### src/rtl/lls_pkg.sv
package lls_pkg;
  localparam int NRAM = 3;

  typedef enum logic [2:0] {
    ST_IDLE, ST_GATE_CORE, ST_WAIT_ACK, ST_GATE_BUS,
    ST_DOWN, ST_REL_BUS, ST_REL_CORE, ST_WAKE_RST
  } seq_state_t;

  typedef struct packed {
    logic            logic_en;
    logic [NRAM-1:0] ram_en;
    logic            lpo_en;
    logic            por_en;
    logic            io_hold;
  } pwr_t;

  localparam pwr_t PWR_RUN = '{logic_en: 1'b1, ram_en: {NRAM{1'b1}},
                               lpo_en: 1'b1, por_en: 1'b1, io_hold: 1'b0};
endpackage

### src/rtl/lls_regs.sv
module lls_regs #(
  parameter int DW = 8
) (
  input  logic          clk,
  input  logic          rst,
  input  logic          bus_valid,
  input  logic          bus_write,
  input  logic          bus_super,
  input  logic          bus_addr,
  input  logic [DW-1:0] bus_wdata,
  output logic [DW-1:0] bus_rdata,
  output logic          bus_err,
  output logic [1:0]    lvl_o,
  output logic          arm_o,
  output logic          ram2_keep_o,
  output logic          por_keep_o
);
  logic          wr_ok;
  logic          wr_bad;
  logic [DW-1:0] rd_val;

  assign wr_ok  = bus_valid && bus_write && bus_super;
  assign wr_bad = bus_valid && bus_write && !bus_super;

  always_comb begin
    rd_val = '0;
    if (bus_addr == 1'b0) begin
      rd_val[1:0] = lvl_o;
      rd_val[2]   = arm_o;
    end else begin
      rd_val[0] = ram2_keep_o;
      rd_val[1] = por_keep_o;
    end
  end

  always_ff @(posedge clk) begin
    if (rst) begin
      lvl_o       <= 2'd0;
      arm_o       <= 1'b0;
      ram2_keep_o <= 1'b0;
      por_keep_o  <= 1'b0;
      bus_rdata   <= '0;
      bus_err     <= 1'b0;
    end else begin
      bus_err <= wr_bad;
      if (wr_ok) begin
        if (bus_addr == 1'b0) begin
          lvl_o <= bus_wdata[1:0];
          arm_o <= bus_wdata[2];
        end else begin
          ram2_keep_o <= bus_wdata[0];
          por_keep_o  <= bus_wdata[1];
        end
      end
      if (bus_valid && !bus_write) bus_rdata <= rd_val;
    end
  end

  p_user_err_r3: assert property (@(posedge clk) disable iff (rst)
    (bus_valid && bus_write && !bus_super) |=> bus_err);

  p_user_keeps_r3: assert property (@(posedge clk) disable iff (rst)
    (bus_valid && bus_write && !bus_super) |=> ($stable(lvl_o) && $stable(arm_o)
      && $stable(ram2_keep_o) && $stable(por_keep_o)));
endmodule

### src/rtl/lls_pwrmap.sv
module lls_pwrmap
  import lls_pkg::*;
(
  input  logic [1:0] lvl,
  input  logic       ram2_keep,
  input  logic       por_keep,
  output pwr_t       map_o
);
  for (genvar i = 0; i < NRAM; i++) begin : g_ram
    logic keep;
    always_comb begin
      case (lvl)
        2'd3:    keep = 1'b1;
        2'd2:    keep = (i == 0) ? 1'b1 : ((i == 1) ? ram2_keep : 1'b0);
        default: keep = 1'b0;
      endcase
    end
    assign map_o.ram_en[i] = keep;
  end

  assign map_o.logic_en = 1'b0;
  assign map_o.io_hold  = 1'b1;
  assign map_o.lpo_en   = (lvl != 2'd0);
  assign map_o.por_en   = (lvl != 2'd0) || por_keep;
endmodule

### src/rtl/lls_fsm.sv
module lls_fsm
  import lls_pkg::*;
#(
  parameter int N_ACK = 4
) (
  input  logic             clk,
  input  logic             rst,
  input  logic             wfi_req,
  input  logic             arm,
  input  logic [1:0]       lvl,
  input  logic             ram2_keep,
  input  logic             por_keep,
  input  logic [N_ACK-1:0] periph_ack,
  input  logic             wake_req,
  input  pwr_t             map_i,
  output logic [1:0]       snap_lvl,
  output logic             snap_ram2,
  output logic             snap_por,
  output logic             core_clk_en,
  output logic             sys_clk_en,
  output pwr_t             pwr_o,
  output logic             wake_rst
);
  seq_state_t       state;
  logic [N_ACK-1:0] ack_q;
  logic             ack_all;

  for (genvar i = 0; i < N_ACK; i++) begin : g_ack
    always_ff @(posedge clk) begin
      if (rst) ack_q[i] <= 1'b0;
      else     ack_q[i] <= periph_ack[i];
    end
  end
  assign ack_all = &ack_q;

  always_ff @(posedge clk) begin
    if (rst) begin
      state       <= ST_IDLE;
      core_clk_en <= 1'b1;
      sys_clk_en  <= 1'b1;
      pwr_o       <= PWR_RUN;
      wake_rst    <= 1'b0;
      snap_lvl    <= 2'd0;
      snap_ram2   <= 1'b0;
      snap_por    <= 1'b0;
    end else begin
      case (state)
        ST_IDLE: begin
          wake_rst <= 1'b0;
          if (wfi_req && arm) begin
            core_clk_en <= 1'b0;
            snap_lvl    <= lvl;
            snap_ram2   <= ram2_keep;
            snap_por    <= por_keep;
            state       <= ST_GATE_CORE;
          end
        end
        ST_GATE_CORE: state <= ST_WAIT_ACK;
        ST_WAIT_ACK: begin
          if (ack_all) begin
            sys_clk_en <= 1'b0;
            state      <= ST_GATE_BUS;
          end
        end
        ST_GATE_BUS: begin
          pwr_o <= map_i;
          state <= ST_DOWN;
        end
        ST_DOWN: begin
          if (wake_req) begin
            pwr_o <= PWR_RUN;
            state <= ST_REL_BUS;
          end
        end
        ST_REL_BUS: begin
          sys_clk_en <= 1'b1;
          state      <= ST_REL_CORE;
        end
        ST_REL_CORE: begin
          core_clk_en <= 1'b1;
          state       <= ST_WAKE_RST;
        end
        default: begin
          wake_rst <= 1'b1;
          state    <= ST_IDLE;
        end
      endcase
    end
  end

  p_core_first_r5: assert property (@(posedge clk) disable iff (rst)
    !sys_clk_en |-> !core_clk_en);

  p_ack_gate_r6: assert property (@(posedge clk) disable iff (rst)
    $fell(sys_clk_en) |-> $past(&periph_ack, 2));

  p_pwr_after_clk_r7: assert property (@(posedge clk) disable iff (rst)
    !pwr_o.logic_en |-> (!sys_clk_en && !core_clk_en));

  p_wake_pulse_r11: assert property (@(posedge clk) disable iff (rst)
    wake_rst |=> !wake_rst);

  p_wake_after_core_r11: assert property (@(posedge clk) disable iff (rst)
    $rose(wake_rst) |-> (core_clk_en && sys_clk_en && pwr_o.logic_en));
endmodule

### src/rtl/lls_seq.sv
module lls_seq
  import lls_pkg::*;
#(
  parameter int DW    = 8,
  parameter int N_ACK = 4
) (
  input  logic             clk,
  input  logic             rst,
  input  logic             bus_valid,
  input  logic             bus_write,
  input  logic             bus_super,
  input  logic             bus_addr,
  input  logic [DW-1:0]    bus_wdata,
  output logic [DW-1:0]    bus_rdata,
  output logic             bus_err,
  input  logic             wfi_req,
  input  logic [N_ACK-1:0] periph_ack,
  input  logic             wake_req,
  output logic             core_clk_en,
  output logic             sys_clk_en,
  output logic             logic_pwr_en,
  output logic [NRAM-1:0]  ram_pwr_en,
  output logic             lpo_en,
  output logic             por_en,
  output logic             io_hold,
  output logic             wake_rst
);
  logic [1:0] lvl, snap_lvl;
  logic       arm, ram2_keep, por_keep, snap_ram2, snap_por;
  pwr_t       map, pwr;

  lls_regs #(.DW(DW)) u_regs (
    .clk(clk), .rst(rst), .bus_valid(bus_valid), .bus_write(bus_write),
    .bus_super(bus_super), .bus_addr(bus_addr), .bus_wdata(bus_wdata),
    .bus_rdata(bus_rdata), .bus_err(bus_err), .lvl_o(lvl), .arm_o(arm),
    .ram2_keep_o(ram2_keep), .por_keep_o(por_keep)
  );

  lls_pwrmap u_map (
    .lvl(snap_lvl), .ram2_keep(snap_ram2), .por_keep(snap_por), .map_o(map)
  );

  lls_fsm #(.N_ACK(N_ACK)) u_fsm (
    .clk(clk), .rst(rst), .wfi_req(wfi_req), .arm(arm), .lvl(lvl),
    .ram2_keep(ram2_keep), .por_keep(por_keep), .periph_ack(periph_ack),
    .wake_req(wake_req), .map_i(map), .snap_lvl(snap_lvl),
    .snap_ram2(snap_ram2), .snap_por(snap_por), .core_clk_en(core_clk_en),
    .sys_clk_en(sys_clk_en), .pwr_o(pwr), .wake_rst(wake_rst)
  );

  assign logic_pwr_en = pwr.logic_en;
  assign ram_pwr_en   = pwr.ram_en;
  assign lpo_en       = pwr.lpo_en;
  assign por_en       = pwr.por_en;
  assign io_hold      = pwr.io_hold;
endmodule

### config.mk
export PLATFORM = sky130hd
export DESIGN_NAME = lls_seq
export DESIGN_NICKNAME = d
export VERILOG_FILES = /design/src/rtl/lls_pkg.sv /design/src/rtl/lls_regs.sv /design/src/rtl/lls_pwrmap.sv /design/src/rtl/lls_fsm.sv /design/src/rtl/lls_seq.sv
export SDC_FILE = /design/constraint.sdc
export NUM_CORES = 1
export LEC_CHECK = 0
export ABC_CLOCK_PERIOD_IN_PS = 2029
export BUFFER_PORTS_ARGS = -buffer_cell sky130_fd_sc_hd__buf_4
export CAP_MARGIN = 40
export CORE_AREA = 2 2 58 60
export DETAILED_ROUTE_END_ITERATION = 10
export DIE_AREA = 0 0 60 62
export PLACE_DENSITY = 0.77
export SYNTH_ARGS = -nofsm -noshare
export SYNTH_HDL_FRONTEND = slang
export SYNTH_HIERARCHICAL = 1
export SYNTH_SLANG_ARGS = --single-unit
### constraint.sdc
create_clock -name clk -period 2.03 [get_ports clk]
set_input_delay 0.406 -clock clk [delete_from_list [all_inputs] [get_ports clk]]
set_output_delay 0.406 -clock clk [all_outputs]
set_load 0.1 [all_outputs]
# --- Word level (Yosys, flattened, before mapping) ---
# Cells that the tools add are included.
classes:
  eq_ne: 11
  n_mux: 16
  bitwise_logic: 1
  reduce_logical: 23
ops:
  columns: ["operator", "count"]
  rows:
  - ["$pmux 3 s7", 1]
  - ["$pmux 7 s2", 1]
  - ["$reduce_and 2->1", 6]
  - ["$eq 3x3->1 const B", 3]
  - ["$mux 3", 3]
  - ["$pmux 1 s2", 4]
  - ["$reduce_bool 2->1", 4]
  - ["$mux 7", 1]
  - ["$eq 3x2->1 const B", 2]
  - ["$reduce_or 6->1", 1]
  - ["$logic_and 1x1->1", 5]
  - ["$mux 1", 5]
  - ["$eq 2x2->1 const B", 2]
  - ["$ne 2x1->1 const B", 2]
  - ["$reduce_and 4->1", 1]
  - ["$eq 3x1->1 const B", 1]
  - ["$logic_not 3->1", 1]
  - ["$reduce_and 3->1", 1]
  - ["$logic_not 1->1", 2]
  - ["$mux 2", 1]
  - ["$ne 2x2->1 const B", 1]
  - ["$reduce_or 2->1", 1]
  - ["$logic_or 1x1->1", 1]
  - ["$not 1->1", 1]
word_totals:
  ff_bits: 30
  input_bits: 20
  word_cells: 73

# --- Longest topological paths before layout ---
# Gate-level depths: netlist (run 1).
depth:
  depth_word: 4
  mapped_depth: 6
  mapped_depth_nobuf: 6

# --- Modules after synthesis ---
# The synthesis (run 1) kept the hierarchy.
by_module_without_submodules:
  columns: ["module", "instances", "cells_each", "area_per_inst_um2"]
  rows:
  - ["lls_fsm", 1, 85, 879.6]
  - ["lls_regs", 1, 40, 389.1]
  - ["lls_pwrmap", 1, 12, 76.3]

# --- Least setup slack after synthesis (run 1) ---
# No wires, ideal clock.
synth_timing:
  path_kind: "flip-flop to flip-flop"
  start: "register u_fsm.state[1]"
  end: "register u_fsm.core_clk_en"
  setup_time_ps: 122
  arrival_ps: 1222
  required_ps: 1908
  slack_ps: 686
  stages_incl_launch_ff: 6
  n_path_buf: 0
  cell_sequence: "dfxtp_1 inv_1 ha_1 and2b_4 nand3_4 a221o_1"
synth_between:
  elab_chain_cells: 3
  word_cells_on_any_way: 6
synth_lines:
  columns: ["element", "line_no", "source"]
  rows:
  - ["start: declaration", "lls_fsm.sv:24", "seq_state_t state;"]
  - ["start signal: assignment", "lls_fsm.sv:38", "state <= ST_IDLE;"]
  - ["start signal: assignment", "lls_fsm.sv:55", "state <= ST_GATE_CORE;"]
  - ["start signal: assignment", "lls_fsm.sv:58", "ST_GATE_CORE: state <= ST_WAIT_ACK;"]
  - ["$logic_not 3->1 / $eq 3x3->1 (equally long branches)", "lls_fsm.sv:47", "case (state)"]
  - ["$ne 2x1->1 (no source line) / $reduce_bool 2->1 (equally long branches)", null, null]
  - ["$reduce_and 2->1 (no source line)", null, null]
  - ["end signal: assignment", "lls_fsm.sv:39", "core_clk_en <= 1'b1;"]
  - ["end signal: assignment", "lls_fsm.sv:51", "core_clk_en <= 1'b0;"]
  - ["end signal: assignment", "lls_fsm.sv:80", "core_clk_en <= 1'b1;"]
  - ["end: declaration", "lls_fsm.sv:19", "output logic core_clk_en,"]
# Parallel ways exist; a longest one is shown, timed or not.
# A chain may end at the register's enable or synchronous reset.

# --- Final worst setup path (run 1) ---
# Same ends and word-level chain as after synthesis.

==> impl_metrics.toml, run 1 <==
[floorplanning]
core_area_um2 = 3179
die_w_um = 60
rows = 21
die-area_um2 = 3720
initial_utilization_pct = 42.31
boundaryPins = 39
die_y_um = 62

[timing]
period_needed_ns = 1.496
fin_skew_ns = 0.006820
hold_violations = 0
fmax_mhz = 668.6
finalSetupViolations = 0
fin_crit_sh_pct = 73.68
final_max_slew_viol_count = 0
rsz0062_at_grt = "false"
fin_setup_tns_ns = 0
finalWorstSetupSlack_ns = 0.5343

[logic_synthesis]
ys_types = 36
synth_compound_gate_area_share_pct = 11.26
synthMostInstantiatedCell = "dfxtp_1"
netlist.area_leader.share_pct = 44.65
async_flop_share_pct = 0
synthFlopType = "dfxtp_1"
ys_warn_count = 6
synth_mux_area_share_pct = 8.930
ys_seq_area_share_pct = 44.65
avgSynthCellArea_um2 = 9.818
synth_adder_area_share_pct = 3.721
synth.top_cells.by_count = "dfxtp_1, mux2i_1, nor2_1"
synth_top_family_by_area = "simple AND/OR/NAND/NOR gates"
syn_area_um2 = 1345
synth-seq-cells = 30
synthXorXnorAreaFrac_pct = 0
synth_cells = 137
synthSimpleGateAreaFrac_pct = 22.42
yosysTopAreaCell = "dfxtp_1"
synth_top_cells_by_area = "dfxtp_1, mux2i_1, buf_4"
synth_edf_count = 0

[min_path]
min_path_type = "input port to register"
min_from = "bus_super"

[pwr]
p_comb_share_pct = 28.0
ir_worst_vdd_uv = 433.6
pwr-share-seq_pct = 45.7
leakage_nw = 0.7178
p_sw_share_pct = 35.66
power_frac_clock_pct = 26.3
powerDensity_nw_per_um2 = 887.7
p_switching_mw = 0.5031
cellInternalPower_mw = 0.9075

[global_route]
antenna_found_initial = 0
grt_usage_pct = 14.78
grt_max_degree = 31
grt_overflow = 0
grt_pass1_vias = 966
grt_pass1_wl_mm = 4.057

[layout]
fin_area_um2 = 1589
nFillCells = 297
drive_above_1_share_pct = 26.71
area_growth_pct = 18.14
fin_nets = 184
multiInputGateArea_um2 = 649.4
regArea_um2 = 600.6
diodes = 0

[critical_path]
cp-end-kind = "register"
cp_slowest_cell = "dfxtp_1"
critPathLaunch = "u_fsm/state[1]"
cp.required_ns = 2.24
start_kind = "register"
crit_type = "register to register"
crit_arrival_ns = 1.71
critPathMaxStageDelay_ns = 0.34
crit_fanout = 5
crit_chain = "inv_1 > ha_1 > and2b_4 > nand3_4 > a221o_1"
r2r_start = "u_fsm/state[1]"
critPathTopFamily = "flip-flops"
critPathBufInv = 1

[placed_design]
dp_hpwl_mm = 1.872
pre_cts_slack_ns = 0.5406
globalplace.congestion = 0.6843
io_buffers = 28
postPlaceCellArea_um2 = 1525

[cts]
numCtsBuffers = 5
post_cts_resized = 0
cts_root_buf = "clkbuf_4"
postCtsSetupBuffers = 0
clk_pin_slew_ns = 0.10
clock_latency_ns = 0.32
htree_levels = 2
clock_sinks = 30
tritoncts = "yes"
cts_buffer_depth = 2
ctsHoldBuffers = 0

[detailed_routing]
wl_per_cell_um = 11.90
postRouteAntennaNets = 0
drc = 0
drtIter0Drc = 13
vias = 997
wl_mm = 2.464
viasPerCell = 4.816
drtPass1Iterations = 4

[flow_run]
cap_violations = 0

[run_status]
status = "completed"
==> layer usage <==
layer / vias up / global-route usage (%) / part of all wire (%)
met5: - / 0 / 0
met4: 0 / 5.714 / 1.3
met3: 4 / 5.590 / 5.0
met2: 30 / 25.78 / 52
met1: 459 / 16.35 / 42
li1: 504 / - / -
==> metrics by stage <==
step	power (mW)	utilization, %	std cells	hold WS (ns)
global route	1.490	49.98	207	0.2472
finish	1.411	49.98	207	0.2575
detailed placement	1.054	47.97	199	0.4659
global placement	1.033	47.97	199	0.4585
floorplan	0.9735	-	141	0.4552
CTS	1.432	49.98	207	0.2367
==> sequential cells by signal, summed over array words and instances (netlist names), 2 cells and up <==
register / count
u_fsm/ack_q: 4
u_fsm/pwr_o: 7
u_fsm/state: 3
u_fsm/snap_lvl: 2
u_regs/lvl_o: 2
u_regs/bus_rdata: 3
==> path summary, 6_finish.rpt <==
path	end	slack [ns]	cells after the start
setup reg to reg	u_fsm/core_clk_en	0.53	5
hold / removal	u_regs/bus_err	0.26	2
setup / recovery	u_fsm/core_clk_en	0.53	5
hold reg to reg	u_regs/bus_rdata[2]	0.48	2
==> power by group through the flow <==
stage	combinational, mW	sequential, mW	clock (mW)
2_1_floorplan	0.215	0.758	0
3_3_place_gp	0.378	0.655	0
3_5_place_dp	0.396	0.658	0
4_1_cts	0.398	0.645	0.389
5_1_grt	0.428	0.649	0.413
6_report	0.395	0.645	0.371
==> cell type report <==
cell class | instances | area share [%]
Sequential cell | 30 | 37.80
Timing Repair Buffer | 28 | 13.23
Multi-Input combinational cell | 93 | 40.87
Clock buffer | 6 | 3.228
Clock inverter | 2 | 0.7874
Tap cell | 46 | 3.622
Inverter | 2 | 0.4724
==> kinds of logic after synthesis <==
group | count (synthesis)
compound gates | 22
fa+ha+maj | 4
mux | 12
buf+inv | 18
flops | 30
other cells | 3
simple gates | 48
==> placed cells by master, fill, tap and decap left out, types with 2 or more instances in the layout <==
cell type and instances:
a211oi_1 3, inv_1 2, nor2_1 12, nand2b_1 8, ha_1 4, mux2i_1 12
clkbuf_4 5, nand4_1 2, conb_1 7, buf_4 28, nand3b_1 3, nand3_1 2
nand2_1 4, a21oi_1 4, a31oi_1 2, o22ai_1 6, nor3_1 2, dfxtp_1 30
o21bai_1 2, nor2b_1 4, and2b_4 2
(Power assumes the default switching activity.)
==> run 2, diff against run 1 <==
Settings changed: ABC_CLOCK_PERIOD_IN_PS 2029 to 1500.
Clock period 2.03 ns to 1.5 ns, I/O delays scaled along.
==> run 2 against run 1 <==
Setup slack got worse by 0.47 ns. Utilization rose by 1.3 points. Die area unchanged. Critical path type unchanged. Sequential share of layout area down 0.93 points. Non-clock buffer count rose by 3. Highest routed layer unchanged. Sequential power rose by 35%. Clock power rose by 79%. First-iteration DRC count rose by 46%. Cell area is 2.5% higher.
==> impl_metrics.toml, run 2 (same netlist as run 1, synthesis figures left out) <==
[placed_design]
postPlaceCellArea_um2 = 1548
io_buffers = 28
dp_hpwl_mm = 1.860
globalplace.congestion = 0.7228

[layout]
nFillCells = 297
finalCoreUtilization_pct = 51.24
reg.largest.list = "u_fsm/pwr_o: 7 flops, u_fsm/ack_q: 4 flops"
diodes = 0
fin_area_um2 = 1629
fin_nets = 187
largest_reg_flops = 7
area_growth_pct = 21.12
top_register = "u_fsm/pwr_o"
drive_above_1_share_pct = 27.61
layout_commonest_cell = "buf_4"
final_cell_mix = "buf_4, dfxtp_1, mux2i_1, nor2_1, nand2b_1"

[cts]
clock_latency_ns = 0.33
clk_pin_slew_ns = 0.09
ctsHoldBuffers = 0
htree_levels = 2
numCtsBuffers = 5
cts_root_buf = "clkbuf_4"
postCtsSetupBuffers = 0
cts_buffer_depth = 2
post_cts_resized = 0
clock_sinks = 30
tritoncts = "yes"

[detailed_routing]
postRouteAntennaNets = 0
drtIter0Drc = 19
viasPerCell = 4.770
wl_mm = 2.528
drc = 0
vias = 997
wl_per_cell_um = 12.10
drtPass1Iterations = 4

[pwr]
cellInternalPower_mw = 1.393
leakage_nw = 0.7416
power_frac_clock_pct = 32.1
p_sw_share_pct = 32.61
power_mw = 2.067
p_comb_share_pct = 25.8
p_switching_mw = 0.6741
powerDensity_nw_per_um2 = 1269
pwr-share-seq_pct = 42.0
ir_worst_vdd_uv = 681.9

[global_route]
grt_overflow = 0
grt_pass1_vias = 914
grt_max_degree = 31
grt_pass1_wl_mm = 3.981
antenna_found_initial = 0
grt_usage_pct = 14.75

[timing]
final_max_slew_viol_count = 0
hold_violations = 0
fin_setup_tns_ns = 0
rsz0062_at_grt = "false"
fin_skew_ns = 0.005965
finalSetupViolations = 0
period_needed_ns = 1.435
whs_ns = 0.1448
fin_crit_sh_pct = 95.65
fmax_mhz = 697.0

[min_path]
min_path_type = "input port to register"

[floorplanning]
die-area_um2 = 3720
core_area_um2 = 3179
die_w_um = 60
rows = 21
boundaryPins = 39
initial_utilization_pct = 42.31
die_y_um = 62

[run_status]
status = "completed"

[critical_path]
crit_type = "register to register"
cp-end-kind = "register"
crit_arrival_ns = 1.66
cp.required_ns = 1.72
r2r_slack_ns = 0.07
start_kind = "register"
crit_fanout = 5

[flow_run]
cap_violations = 0
[run 2: layout make-up]
class | instances | area (µm²) | share of cell area, %
Timing Repair Buffer | 31 | 232.7 | 14.29
Clock inverter | 1 | 30.03 | 1.843
Clock buffer | 6 | 51.30 | 3.149
Tap cell | 46 | 57.56 | 3.533
Multi-Input combinational cell | 93 | 649.4 | 39.86
Sequential cell | 30 | 600.6 | 36.87
Inverter | 2 | 7.507 | 0.4608
[run 2: layer usage]
metal  part of all wire, %  vias up  track usage, %
li1                      -      507               -
met1                    42      463           16.79
met2                    51       21           24.07
met3                   4.7        6           5.590
met4                   1.9        0           7.937
met5                     0        -               0
[run 2: per-stage QoR]
step,std cells,worst slack [ns]
finish,209,0.06525
global route,209,0.002305
CTS,209,0.05887
detailed placement,202,0.06623
global placement,202,0.1085
floorplan,141,0.1556
[run 2: power by group through the flow]
| stage | Sequential (mW) | Clock, mW | Combinational [mW] |
|---|---|---|---|
| global placement | 0.887 | 0 | 0.516 |
| floorplan | 1.03 | 0 | 0.291 |
| CTS | 0.871 | 0.679 | 0.536 |
| finish | 0.869 | 0.664 | 0.534 |
| global route | 0.873 | 0.714 | 0.574 |
| detailed placement | 0.889 | 0 | 0.533 |
[run 2: path summary, 6_finish.rpt]
check | start | end | cells past startpoint
worst max-delay path | u_fsm/state[0] | u_fsm/core_clk_en | 5
worst min-delay path | bus_super | u_regs/bus_err | 2
worst max register to register | u_fsm/state[0] | u_fsm/core_clk_en | 5
worst min register to register | u_regs/bus_rdata[2] | u_regs/bus_rdata[2] | 2
[run 2: worst max-delay path, stage by stage, from the launching register on]
cell and delay, ns:
dfxtp_1 0.35, inv_1 0.10, ha_1 0.24, and2b_4 0.21, nand3_4 0.13, a221o_1 0.31
